[config.mk]
export PLATFORM = sky130hd
export DESIGN_NAME = bist_cmp_harness
export DESIGN_NICKNAME = d
export VERILOG_FILES = /design/src/rtl/bist_harness_pkg.sv /design/src/rtl/bist_pat_counter.sv /design/src/rtl/bist_group_ora.sv /design/src/rtl/bist_cmp_harness.sv
export SDC_FILE = /design/constraint.sdc
export NUM_CORES = 1
export LEC_CHECK = 0
export CORE_ASPECT_RATIO = 0.9
export CORE_UTILIZATION = 54
export CTS_BUF_LIST = sky130_fd_sc_hd__clkbuf_8 sky130_fd_sc_hd__clkbuf_16
export CTS_CLUSTER_DIAMETER = 80
export DETAILED_ROUTE_END_ITERATION = 8
export PLACE_DENSITY = 0.95
export SYNTH_ARGS = -nofsm -noshare
export SYNTH_HDL_FRONTEND = slang
export SYNTH_SLANG_ARGS = --single-unit
[constraint.sdc]
create_clock -name clk -period 2.7 [get_ports clk]
set_clock_uncertainty 0.15 [all_clocks]
set_input_delay 0.54 -clock clk [delete_from_list [all_inputs] [get_ports clk]]
set_output_delay 0.54 -clock clk [all_outputs]
set_load 0.1 [all_outputs]
[src/rtl/bist_harness_pkg.sv]
// Shared definitions for the parallel-comparison self-test harness.
// Assumes: nothing beyond IEEE 1800-2017 packages.
package bist_harness_pkg;

    // Upper bound on blocks one response analyzer may compare.
    localparam int unsigned MAX_BUTS_PER_GROUP = 4;

    // Phases of one self-test run.
    typedef enum logic [1:0] {
        PH_IDLE  = 2'd0,
        PH_APPLY = 2'd1,
        PH_DRAIN = 2'd2,
        PH_DONE  = 2'd3
    } run_phase_e;

endpackage

[src/rtl/bist_pat_counter.sv]
// Exhaustive pattern source: a plain binary counter that restarts from zero
// on clear_i and advances by one per clock while adv_i is high, stopping at
// its all-ones terminal value.
// Assumes: clear_i and adv_i are never high in the same cycle.
module bist_pat_counter #(
    parameter int unsigned W = 18
) (
    input  logic         clk,
    input  logic         rst_n,
    input  logic         clear_i,
    input  logic         adv_i,
    output logic [W-1:0] value_o,
    output logic         at_max_o
);

    logic [W-1:0] cnt_q;

    // Terminal value detection.
    assign at_max_o = &cnt_q;
    assign value_o  = cnt_q;

    // Counter register: clear, then advance until terminal.
    always_ff @(posedge clk) begin
        if (!rst_n) begin
            cnt_q <= '0;
        end else if (clear_i) begin
            cnt_q <= '0;
        end else if (adv_i && !at_max_o) begin
            cnt_q <= cnt_q + 1'b1;
        end
    end

    // every advance moves exactly one step
    assert_single_step_R2: assert property (@(posedge clk) disable iff (!rst_n)
        (adv_i && !at_max_o && !clear_i) |=> (value_o == W'($past(value_o) + 1'b1)));

    // a clear always lands on pattern zero
    assert_clear_zero_R2: assert property (@(posedge clk) disable iff (!rst_n)
        clear_i |=> (value_o == '0));

endmodule

[src/rtl/bist_group_ora.sv]
// Response analyzer for one group of identical blocks. It registers the
// group's responses one stage behind the pattern source. Each registered
// response is compared with that of block 0. A disagreement sets a sticky
// error flag, and once the flag is set the analyzer stops evaluating.
// Assumes: 2 <= GS <= MAX_BUTS_PER_GROUP; valid_i marks cycles carrying a pattern.
module bist_group_ora
    import bist_harness_pkg::*;
#(
    parameter int unsigned GS = 4,
    parameter int unsigned OW = 4
) (
    input  logic           clk,
    input  logic           rst_n,
    input  logic           clear_i,
    input  logic           valid_i,
    input  logic [GS*OW-1:0] resp_i,
    output logic           err_o
);

    localparam int unsigned STAGE_W = GS * OW;

    logic [STAGE_W-1:0] stage_q;
    logic               stage_v_q;
    logic               err_q;
    logic [GS-1:0]      differs;
    logic               mismatch;

    // Per-member disagreement with block 0 of the group.
    for (genvar b = 0; b < GS; b++) begin : g_member
        if (b == 0) begin : g_ref
            assign differs[b] = 1'b0;
        end else begin : g_cmp
            assign differs[b] = (stage_q[b*OW +: OW] != stage_q[0 +: OW]);
        end
    end

    assign mismatch = |differs;
    assign err_o    = err_q;

    // Response stage: aligns each comparison with its own pattern.
    always_ff @(posedge clk) begin
        if (!rst_n) begin
            stage_q   <= '0;
            stage_v_q <= 1'b0;
        end else if (clear_i) begin
            stage_v_q <= 1'b0;
        end else begin
            stage_q   <= resp_i;
            stage_v_q <= valid_i;
        end
    end

    // Sticky error flag; evaluation stops once it is set.
    always_ff @(posedge clk) begin
        if (!rst_n) begin
            err_q <= 1'b0;
        end else if (clear_i) begin
            err_q <= 1'b0;
        end else if (!err_q && stage_v_q && mismatch) begin
            err_q <= 1'b1;
        end
    end

    // group size within analyzer capacity
    initial begin
        assert_group_size_R4: assert (GS >= 2 && GS <= MAX_BUTS_PER_GROUP);
    end

    // a set flag holds until the next clear
    assert_flag_sticky_R5: assert property (@(posedge clk) disable iff (!rst_n)
        (err_q && !clear_i) |=> err_q);

    // a flag only rises from a valid registered comparison
    assert_flag_cause_R4: assert property (@(posedge clk) disable iff (!rst_n)
        $rose(err_q) |-> $past(stage_v_q));

endmodule

[src/rtl/bist_cmp_harness.sv]
// Top of the parallel-comparison self-test harness. A run phase machine
// sequences apply, drain and done. The counter drives one shared pattern
// to all blocks under test, and one analyzer per group judges agreement
// one cycle later.
// Assumes: blocks under test are combinational, so but_resp_i reflects
// pattern_o in the same cycle.
module bist_cmp_harness
    import bist_harness_pkg::*;
#(
    parameter int unsigned PAT_W          = 18,
    parameter int unsigned RESP_W         = 4,
    parameter int unsigned N_GROUPS       = 2,
    parameter int unsigned BUTS_PER_GROUP = 4
) (
    input  logic                                      clk,
    input  logic                                      rst_n,
    input  logic                                      start_i,
    output logic [PAT_W-1:0]                          pattern_o,
    input  logic [N_GROUPS*BUTS_PER_GROUP*RESP_W-1:0] but_resp_i,
    output logic                                      busy_o,
    output logic                                      done_o,
    output logic                                      fail_o,
    output logic [N_GROUPS-1:0]                       grp_err_o
);

    localparam int unsigned GROUP_BITS = BUTS_PER_GROUP * RESP_W;

    run_phase_e phase_q;
    logic       accept;
    logic       applying;
    logic       at_max;

    assign applying = (phase_q == PH_APPLY);
    assign busy_o   = (phase_q == PH_APPLY) || (phase_q == PH_DRAIN);
    assign done_o   = (phase_q == PH_DONE);
    assign accept   = start_i && !busy_o;
    assign fail_o   = done_o && (|grp_err_o);

    // Run sequencing: apply all patterns, drain the analyzer stage, flag done.
    always_ff @(posedge clk) begin
        if (!rst_n) begin
            phase_q <= PH_IDLE;
        end else begin
            unique case (phase_q)
                PH_IDLE:  phase_q <= accept ? PH_APPLY : PH_IDLE;
                PH_APPLY: phase_q <= at_max ? PH_DRAIN : PH_APPLY;
                PH_DRAIN: phase_q <= PH_DONE;
                PH_DONE:  phase_q <= accept ? PH_APPLY : PH_IDLE;
                default:  phase_q <= PH_IDLE;
            endcase
        end
    end

    bist_pat_counter #(
        .W (PAT_W)
    ) u_counter (
        .clk      (clk),
        .rst_n    (rst_n),
        .clear_i  (accept),
        .adv_i    (applying),
        .value_o  (pattern_o),
        .at_max_o (at_max)
    );

    // One analyzer per comparison group.
    for (genvar g = 0; g < N_GROUPS; g++) begin : g_grp
        bist_group_ora #(
            .GS (BUTS_PER_GROUP),
            .OW (RESP_W)
        ) u_ora (
            .clk     (clk),
            .rst_n   (rst_n),
            .clear_i (accept),
            .valid_i (applying),
            .resp_i  (but_resp_i[g*GROUP_BITS +: GROUP_BITS]),
            .err_o   (grp_err_o[g])
        );
    end

    // done is a single-cycle pulse
    assert_done_pulse_R3: assert property (@(posedge clk) disable iff (!rst_n)
        done_o |=> !done_o);

    // the end of busy is always marked by done
    assert_busy_ends_done_R3: assert property (@(posedge clk) disable iff (!rst_n)
        $fell(busy_o) |-> done_o);

    // a start during a run does not restart the counter
    assert_start_ignored_R8: assert property (@(posedge clk) disable iff (!rst_n)
        (applying && start_i && !at_max) |=> (pattern_o != '0));

    // an accepted start clears every group flag
    assert_start_clears_R9: assert property (@(posedge clk) disable iff (!rst_n)
        accept |=> (grp_err_o == '0));

endmodule

==> results of run 1 <==
[flip-flops by register name (all words and copies together), names as in the netlist]
name,count
phase_q,2
g_grp.u_ora.stage_q,32
g_grp.u_ora.err_o,2
g_grp.u_ora.stage_v_q,1
u_counter.value_o,18
[per-layer routing]
metal / vias to the layer above / share of wire
met1: 1098 / 0.45
met5: - / 0
met3: 11 / 0.049
met4: 0 / 0.017
met2: 83 / 0.48
li1: 1193 / -
[critical path, stage by stage (launching register included)]
cell       delay, ns
dfxtp_1         0.40
ha_1            0.44
nand4_1         0.22
a2111oi_2       0.53
a31oi_1         0.17
a41o_1          0.23
[worst max-delay path by stage]
stage	start	end	slack (ns)	cells past startpoint
2_1_floorplan	u_counter.value_o[0]$_SDFFE_PP0P_	u_counter.value_o[14]$_SDFFE_PP0P_	0.10	5
3_3_place_gp	rst_n	u_counter.value_o[7]$_SDFFE_PP0P_	0.59	4
3_5_place_dp	phase_q[1]$_SDFF_PN0_	u_counter.value_o[14]$_SDFFE_PP0P_	0.51	6
4_1_cts	phase_q[1]$_SDFF_PN0_	u_counter.value_o[14]$_SDFFE_PP0P_	0.48	6
5_1_grt	phase_q[0]$_SDFF_PN0_	u_counter.value_o[14]$_SDFFE_PP0P_	0.29	5
6_report	phase_q[0]$_SDFF_PN0_	u_counter.value_o[14]$_SDFFE_PP0P_	0.45	5
[through the flow]
stage	cells	power, W	setup slack [ns]
2_1_floorplan	305	0.00102	0.105
3_3_place_gp	410	0.00110	0.588
6_report	418	0.00154	0.454
5_1_grt	418	0.00161	0.291
4_1_cts	418	0.00154	0.484
3_5_place_dp	410	0.00110	0.511
[cells by family (layout without fill, tap and decap cells)]
kind of cell / Yosys count / in the layout
simple gates: 136 / 136
compound gates: 80 / 80
flops: 55 / 55
buf+inv: 24 / 75
fa+ha+maj: 5 / 5
xor+xnor: 3 / 3
mux: 2 / 2
[power breakdown]
| group | internal, W | total, W | leakage [nW] | switching, W |
|---|---|---|---|---|
| combinational | 0.0000986 | 0.000210 | 0.729 | 0.000111 |
| clock | 0.000181 | 0.000449 | 0.0402 | 0.000268 |
| sequential | 0.000849 | 0.000877 | 0.451 | 0.0000282 |
[Yosys cell counts, types with 4 or more instances]
master	instances
nand4_1	12
o21ai_0	9
nor4_1	4
nand3_1	10
nand2_1	76
a21boi_0	36
inv_1	5
clkbuf_1	12
a21oi_1	11
nor2_1	8
a2111o_1	4
dfxtp_1	55
or4_1	10
ha_1	5
or3_1	4
o21a_1	4
a22oi_1	4
[final cells by class]
type / instances / area, um2 / area share
multi-input combinational: 226 / 1350 / 0.424
clock buffer: 5 / 68.8 / 0.0216
inverter: 5 / 18.8 / 0.00588
sequential: 55 / 1100 / 0.345
tap: 62 / 77.6 / 0.0243
clock inverter: 3 / 20.0 / 0.00627
timing repair buffer: 62 / 551 / 0.173
==> results summary, run 1 <==
Of the post-synthesis cell area, the dominant cell type holds 0.431. The max-cap violation count came out at 0. The worst hold path begins at g_grp[0].u_ora.stage_q[4]$_SDFFE_PN0N_. The setup path with the least slack is of type flip-flop to flip-flop.

The maximum VDD drop is 436 uV. The largest fanout on the critical path is 12. The number of nets in the final layout is around 400. The total power per unit cell area is 481 nW/um2. The instance count of the mapped netlist is just over 300. Leaving out fill and tap cells, the most frequent cell in the layout is nand2_1. The floorplan step defined a die boundary enclosing 5010 um2.

The signed area change from the synthesized netlist to the final layout came out at 24.9%. The cell leakage power is 1.22 nW. The post-layout utilization of the core came out at 0.711. For the worst setup path, the data arrival time is ~2.3 ns. The routed length per placed instance is 14.0 um.

The global-route wire length before repair is 9.93 mm. The worst setup path is launched from a flip-flop. The maximum number of pins on one net before global-route repair came out at 33. Dividing the final minimum period by the clock period gives 0.832. The sequential element share of the synthesized area is 0.431. Once placement finished, the instance area stood at 3100 um2. At the worst endpoint, the required time is 2.76 ns. Counting I/O delays and the setup requirement, the final critical path takes 2.25 ns. The post-synthesis share of cell area spent on and, or, nand and nor gates came out at 0.258. Routability-driven placement finished with a final weighted congestion of 0.818.

The transition time at the pin with the least slew margin came out at 0.811 ns. The number of nets handed over by synthesis was 345. The number of global-route vias before repair is 2215. Setup repair after global routing left no endpoint under its margin.

The floorplan has 23 rows. The max-slew violation count was 0. The area inside the core boundary is roughly 4500 um2.

The share of async-settable or async-resettable flops after synthesis came out at 0. By area, the combinational part of the netlist is dominated by simple AND/OR/NAND/NOR gates. Yosys printed 0 warnings. The capturing point of the worst reg2reg path is u_counter.value_o[14]$_SDFFE_PP0P_.

The first-pass detailed-route iteration total came out at 4. Clock tree synthesis selected as its root buffer the cell clkbuf_8. The overall routing resource usage is 0.259. The cell count of the worst reg-to-reg path came out at 5. Dividing the detail-routed via count by the number of cells gives 5.71.

The total grt overflow came out at 0. Ranked by total cell area, the synthesized netlist is headed by dfxtp_1 43%, nand2_1 11%, a21boi_0 11%. The synthesized area came out at 2550 um2. Of the total synthesized cell area, the portion taken by XOR and XNOR cells is 0.0103. The register bit total from synthesis came out at 55.

The worst min-delay path endpoint is g_grp[0].u_ora.stage_q[4]$_SDFFE_PN0N_. The run finished with clean final reports. The hold slack is roughly 0.33 ns. The average cell area after synthesis is 8.37 um2. TritonCTS created 5 clock buffers. The sum of net half-perimeters after detailed placement is ~4.2 mm. In the layout the commonest cells are 76 x nand2_1, 55 x dfxtp_1, 36 x a21boi_0. The final design instance area without fill is 3190 um2. dfxtp_1 takes more of the synthesized area than any other cell.

For this block, the routed nets add up to 5.85 mm of wire. The global routing stage identified its most utilized layer as met2. STA classifies the critical path endpoint as a flip-flop. The number of buffer cells added on primary ports came out at 57. The fraction of the mapped netlist area in compound gates came out at 0.229. The worst register-to-register path has a setup slack of ~0.45 ns. Derived from the worst setup path, the maximum achievable clock frequency is 0.445 GHz. The initial core utilization came out at 0.569. The worst slew margin relative to its limit came out at 0.454. In the global route stage, met2 resource usage came out at 0.430. The fraction of met1 tracks used by global routing is 0.338. The number of sinks handled by clock tree synthesis came out at 55.

At the later pin of the worst-skew pair, clock insertion delay measures between 0.3 and 0.4 ns. The layout has 352 filler cells. The count of boundary I/O pins is 58. The initial antenna violation count came out at 0.

The adder and majority gate portion of the synthesized area came out at 0.0245. The proportion of synthesized area in mux cells came out at 0.00784. Counting instances, the worst hold path has a depth of 2. The count of final setup violators is 0. Measured along the y axis, the die boundary spans 67.2 um.

The classification of the worst-slack hold path is flip-flop to flip-flop. The startpoint identified for the worst register-to-register timing path is phase_q[0]$_SDFF_PN0_. TritonCTS built the clock tree. The fraction of layout instances using a drive strength above 1 came out at 0.115. The number of design rule violations left after detail routing came out at 0. The global-route met3 utilization came out at 0.0388.

The clock-pin slew on the worst setup and hold paths is 0.09 ns. The largest buffer count on any clock path came out at 2. From left edge to right edge, the die measures 74.5 um. The total negative slack came out at 0 ns. The number of DRC markers in iteration 0 came out at 192. The most used flip-flop cell after synthesis is dfxtp_1.

The number of buffers added for setup after CTS is 0. The number of diodes came out at 0. The number of failing hold endpoints at the final stage came to 0. Once the clock tree was built, the resizer swapped 0 gates to a different size.

The final route contains 2385 vias. Counting distinct cell types in the post-synthesis netlist gives 40. The number of synthesized flops with an enable pin is 0. The antenna violation net count after detailed routing came out at 0. The count of H-tree levels built during CTS is 2. The cts-stage hold buffer count came out at 0.
(Power assumes the default switching activity.)
==> inputs of run 2 (changes only) <==
--- a/config.mk
+++ b/config.mk
@@ -6,11 +6,11 @@
 export NUM_CORES = 1
 export LEC_CHECK = 0
 export CORE_ASPECT_RATIO = 0.9
-export CORE_UTILIZATION = 54
+export CORE_UTILIZATION = 45
 export CTS_BUF_LIST = sky130_fd_sc_hd__clkbuf_8 sky130_fd_sc_hd__clkbuf_16
 export CTS_CLUSTER_DIAMETER = 80
 export DETAILED_ROUTE_END_ITERATION = 8
-export PLACE_DENSITY = 0.95
+export PLACE_DENSITY = 0.88
 export SYNTH_ARGS = -nofsm -noshare
 export SYNTH_HDL_FRONTEND = slang
 export SYNTH_SLANG_ARGS = --single-unit
==> constraint.sdc (replaced) <==
create_clock -name clk -period 1.95 [get_ports clk]
set_clock_uncertainty 0.15 [all_clocks]
set_input_delay 0.39 -clock clk [delete_from_list [all_inputs] [get_ports clk]]
set_output_delay 0.39 -clock clk [all_outputs]
set_load 0.1 [all_outputs]
==> results summary, run 2 (synthesized netlist as in run 1, its figures left out) <==
The flow ran to the end, and the final reports show no timing, DRC or antenna violations. The post-layout utilization of the core came out at 0.691 (-0.0199). The library cell used most frequently in the layout, excluding fill and tap cells, is nand2_1. The signal on the critical path passes through nand4_4 > or2_1 > or4_1 > a21oi_1. The count of boundary I/O pins is 58 (unchanged). The portion of the clock cycle consumed by the worst path in the final layout came out at 0.969 (+0.137). The antenna violation net count after detailed routing came out at 0 (unchanged).

The maximum clock rate came out at 0.529 GHz (+19%). The largest buffer count on any clock path came to 2 (unchanged). The worst setup path is of the flip-flop to flip-flop kind. The number of DRC markers in iteration 0 is 177 (-7.8%). The overall routing resource usage came out at 0.237 (-0.0212). The largest fanout on the critical path came out at 7 (-5). The sum of met3 wire segment lengths after detailed routing is 369 um (+29%).

On the critical path, the stage with the largest delay is an instance of or4_1. The startpoint identified for the worst hold timing path is g_grp[1].u_ora.stage_q[15]$_SDFFE_PN0N_. The sum of net half-perimeters after detailed placement came to 4.63 mm (+9.7%). The number of cell rows is 25 (+8.7%). The final RePlAce weighted congestion is 0.944 (+15%).

The number of design rule violations left after detail routing came to 0 (unchanged). TritonCTS built the clock tree. g_grp.u_ora.stage_q holds more flip-flops than any other register. The via density per instance came out at 5.73 (+0.44%). The worst-skew pair later-pin latency was 0.32 ns (about the same). The number of diodes is 0 (unchanged). The wire length on met1 came out at 2.75 mm (+4.0%). The flip-flop count of the largest register after layout is 32 (unchanged). The number of global-route vias before repair came out at 2424 (+9.4%).

The initial antenna violation count came out at 0 (unchanged). The maximum VDD drop came to 379 uV (-13%). The total grt overflow came to 0 (unchanged). The kind of end point of the critical path is a flip-flop.

The area inside the core boundary is 5350 um2 (+19%). The number of sinks handled by clock tree synthesis is 55 (unchanged). The fraction of layout instances using a drive strength above 1 was 0.203 (+0.0881). The cell count after placement is 423 (+3.2%). The minimum setup slack in the final design was 0.0613 ns (-0.393 ns).

The largest stage delay on the critical path came to 0.57 ns (+0.04 ns). The cts-stage hold buffer count came out at 0 (unchanged). The final cell count without fillers is 431 (+3.1%).

The count of final setup violators is 0 (unchanged). The data arrival time of the critical path is 1.99 ns (-0.31 ns). The setup slack after placement came to -0.0557 ns (-0.567 ns). The signed area change from the synthesized netlist to the final layout came out at 44.7%. The detailed-routed wire length on met2 came out at 3.17 mm (+13%). Setup repair after global routing could not meet its margin everywhere.

The clock-pin slew on the worst setup and hold paths is 0.10 ns (about the same). The worst slew margin relative to its limit came to 0.602 (+0.148). The number of buffers created by CTS came out at 5 (unchanged). The post-layout minimum cycle time came out at 1.89 ns (-0.357 ns). The total power draw is 0.00222 W (+45%). The tree is rooted in a clkbuf_8. The number of buffers added for setup after CTS came to 0 (unchanged).

The transition time at the pin with the least slew margin came out at 0.589 ns (-0.222 ns). The worst setup path is launched from a flip-flop. The count of cells along the worst hold path came out at 2 (unchanged). The cell family contributing the most delay on the critical path is simple AND/OR/NAND/NOR gates. Leaving out fill and tap cells, the most frequent cells in the layout are 76 x nand2_1, 36 x a21boi_0, 36 x dfxtp_1. The maximum number of pins on one net before global-route repair is 33 (unchanged). The global-route wire length before repair is 10.9 mm (+9.4%). The routed length per placed instance came out at 15.1 um (+7.7%).

The via total after detailed routing is 2470 (+3.6%). The x dimension of the die came out at 81.4 um (+9.3%). The top layer used by detailed routing is met4. The cell leakage power is 1.38 nW (+14%). The area of the die came out at 5980 um2 (+19%). The total negative slack came to 0 ns (unchanged).

The cell count of the worst reg-to-reg path is 4 (-1). The total power per unit cell area is 601 nW/um2 (+25%). The count of H-tree levels built during CTS came to 2 (unchanged). The max-slew violation count came out at 0 (unchanged). The capturing point of the worst reg2reg path is u_counter.value_o[15]$_SDFFE_PP0P_.

For hold timing, the worst endpoint is g_grp[1].u_ora.stage_q[15]$_SDFFE_PN0N_. In this run the critical register-to-register path is launched from u_counter.value_o[9]$_SDFFE_PP0P_. The number of buffer cells added on primary ports came out at 57 (unchanged). The chip height is 73.5 um (+9.3%). The max-cap violation count is 0 (unchanged). The first-pass detailed-route iteration total is 4 (unchanged).

The total wire length after detailed routing came to 6.50 mm (+11%). The number of buffer and inverter stages on the critical path came out at 0 (unchanged). In this run the worst hold path is classified as flip-flop to flip-flop. The number of nets in the final layout is 403 (+2.0%). The initial core utilization was 0.477 (-0.0914). The required arrival time at the worst endpoint was 2.05 ns (-0.71 ns). The number of failing hold endpoints at the final stage is 0 (unchanged). The register-to-register path setup slack came out at 0.06 ns (-0.39 ns).
-- run 2: cell count changes in the layout (fill, tap and decap cells not counted), moves of 2 or more --
cell	change
ha_2	+2
dfxtp_4	+15
dfxtp_1	-19
buf_12	+25
ha_1	-2
dfxtp_2	+4
inv_6	+2
nand4_4	+2
nand4_2	-2
clkinvlp_4	-2
buf_4	-17
-- run 2: layer usage --
metal | GRT usage | vias to the layer above
li1 | - | 1221
met1 | 0.282 | 1136
met2 | 0.406 | 91
met3 | 0.0497 | 22
met4 | 0.111 | 0
met5 | 0 | -
-- run 2: worst max-delay path by stage --
stage                                 startpoint                                  to  slack, ns  cells after the start
6_report       u_counter.value_o[9]$_SDFFE_PP0P_  u_counter.value_o[15]$_SDFFE_PP0P_       0.06                      4
5_1_grt                    phase_q[1]$_SDFF_PN0_  u_counter.value_o[15]$_SDFFE_PP0P_      -0.03                      6
4_1_cts                    phase_q[0]$_SDFF_PN0_                              busy_o       0.01                      4
3_5_place_dp                               rst_n  u_counter.value_o[17]$_SDFFE_PP0P_      -0.06                      4
3_3_place_gp                               rst_n   u_counter.value_o[2]$_SDFFE_PP0P_       0.02                      4
2_1_floorplan  u_counter.value_o[1]$_SDFFE_PP0P_  u_counter.value_o[14]$_SDFFE_PP0P_      -0.03                      5
-- run 2: layout make-up --
type | instances | area [um2]
fillers | 414 | 1650
multi-input cells | 226 | 1410
flip-flops and latches | 55 | 1160
repair buffers | 70 | 923
well taps | 67 | 83.8
clock buffers | 6 | 82.6
inverters | 5 | 18.8
clock inverters | 2 | 17.5
-- run 2: metrics by stage --
stage / instance area [um2] / hold slack, ns
floorplan: 2650 / 0.298
global placement: 3570 / 0.308
detailed placement: 3570 / 0.319
CTS: 3670 / 0.334
global route: 3690 / 0.357
finish: 3690 / 0.330
-- run 2: report_power, final --
part / switching (W) / total (W) / internal (W) / leakage (nW)
logic: 0.000160 / 0.000326 / 0.000166 / 0.868
clock network: 0.000399 / 0.000697 / 0.000298 / 0.0522
registers: 0.0000417 / 0.00120 / 0.00116 / 0.465
total: 0.000601 / 0.00222 / 0.00162 / 1.38
-- run 2: timing repair --
item | 4_1_cts | 5_1_grt
gates resized for setup | 1 | 7
pin swaps | 0 | 2
setup endpoints to repair | 1 | 15
endpoints found under the hold margin | 0 | 0
-- run 2: worst reg2reg max path, cell delays in order (launching register included) --
cell and delay [ns]:
dfxtp_4 0.41, nand4_4 0.16, or2_1 0.36, or4_1 0.57, a21oi_1 0.17
==> inputs of run 3 (changes only) <==
--- a/config.mk
+++ b/config.mk
@@ -5,6 +5,7 @@
 export SDC_FILE = /design/constraint.sdc
 export NUM_CORES = 1
 export LEC_CHECK = 0
+export ABC_CLOCK_PERIOD_IN_PS = 1950
 export CORE_ASPECT_RATIO = 0.9
 export CORE_UTILIZATION = 45
 export CTS_BUF_LIST = sky130_fd_sc_hd__clkbuf_8 sky130_fd_sc_hd__clkbuf_16
==> results of run 3 <==
No change in the layout: final DEF, timing and power equal those of run 2.
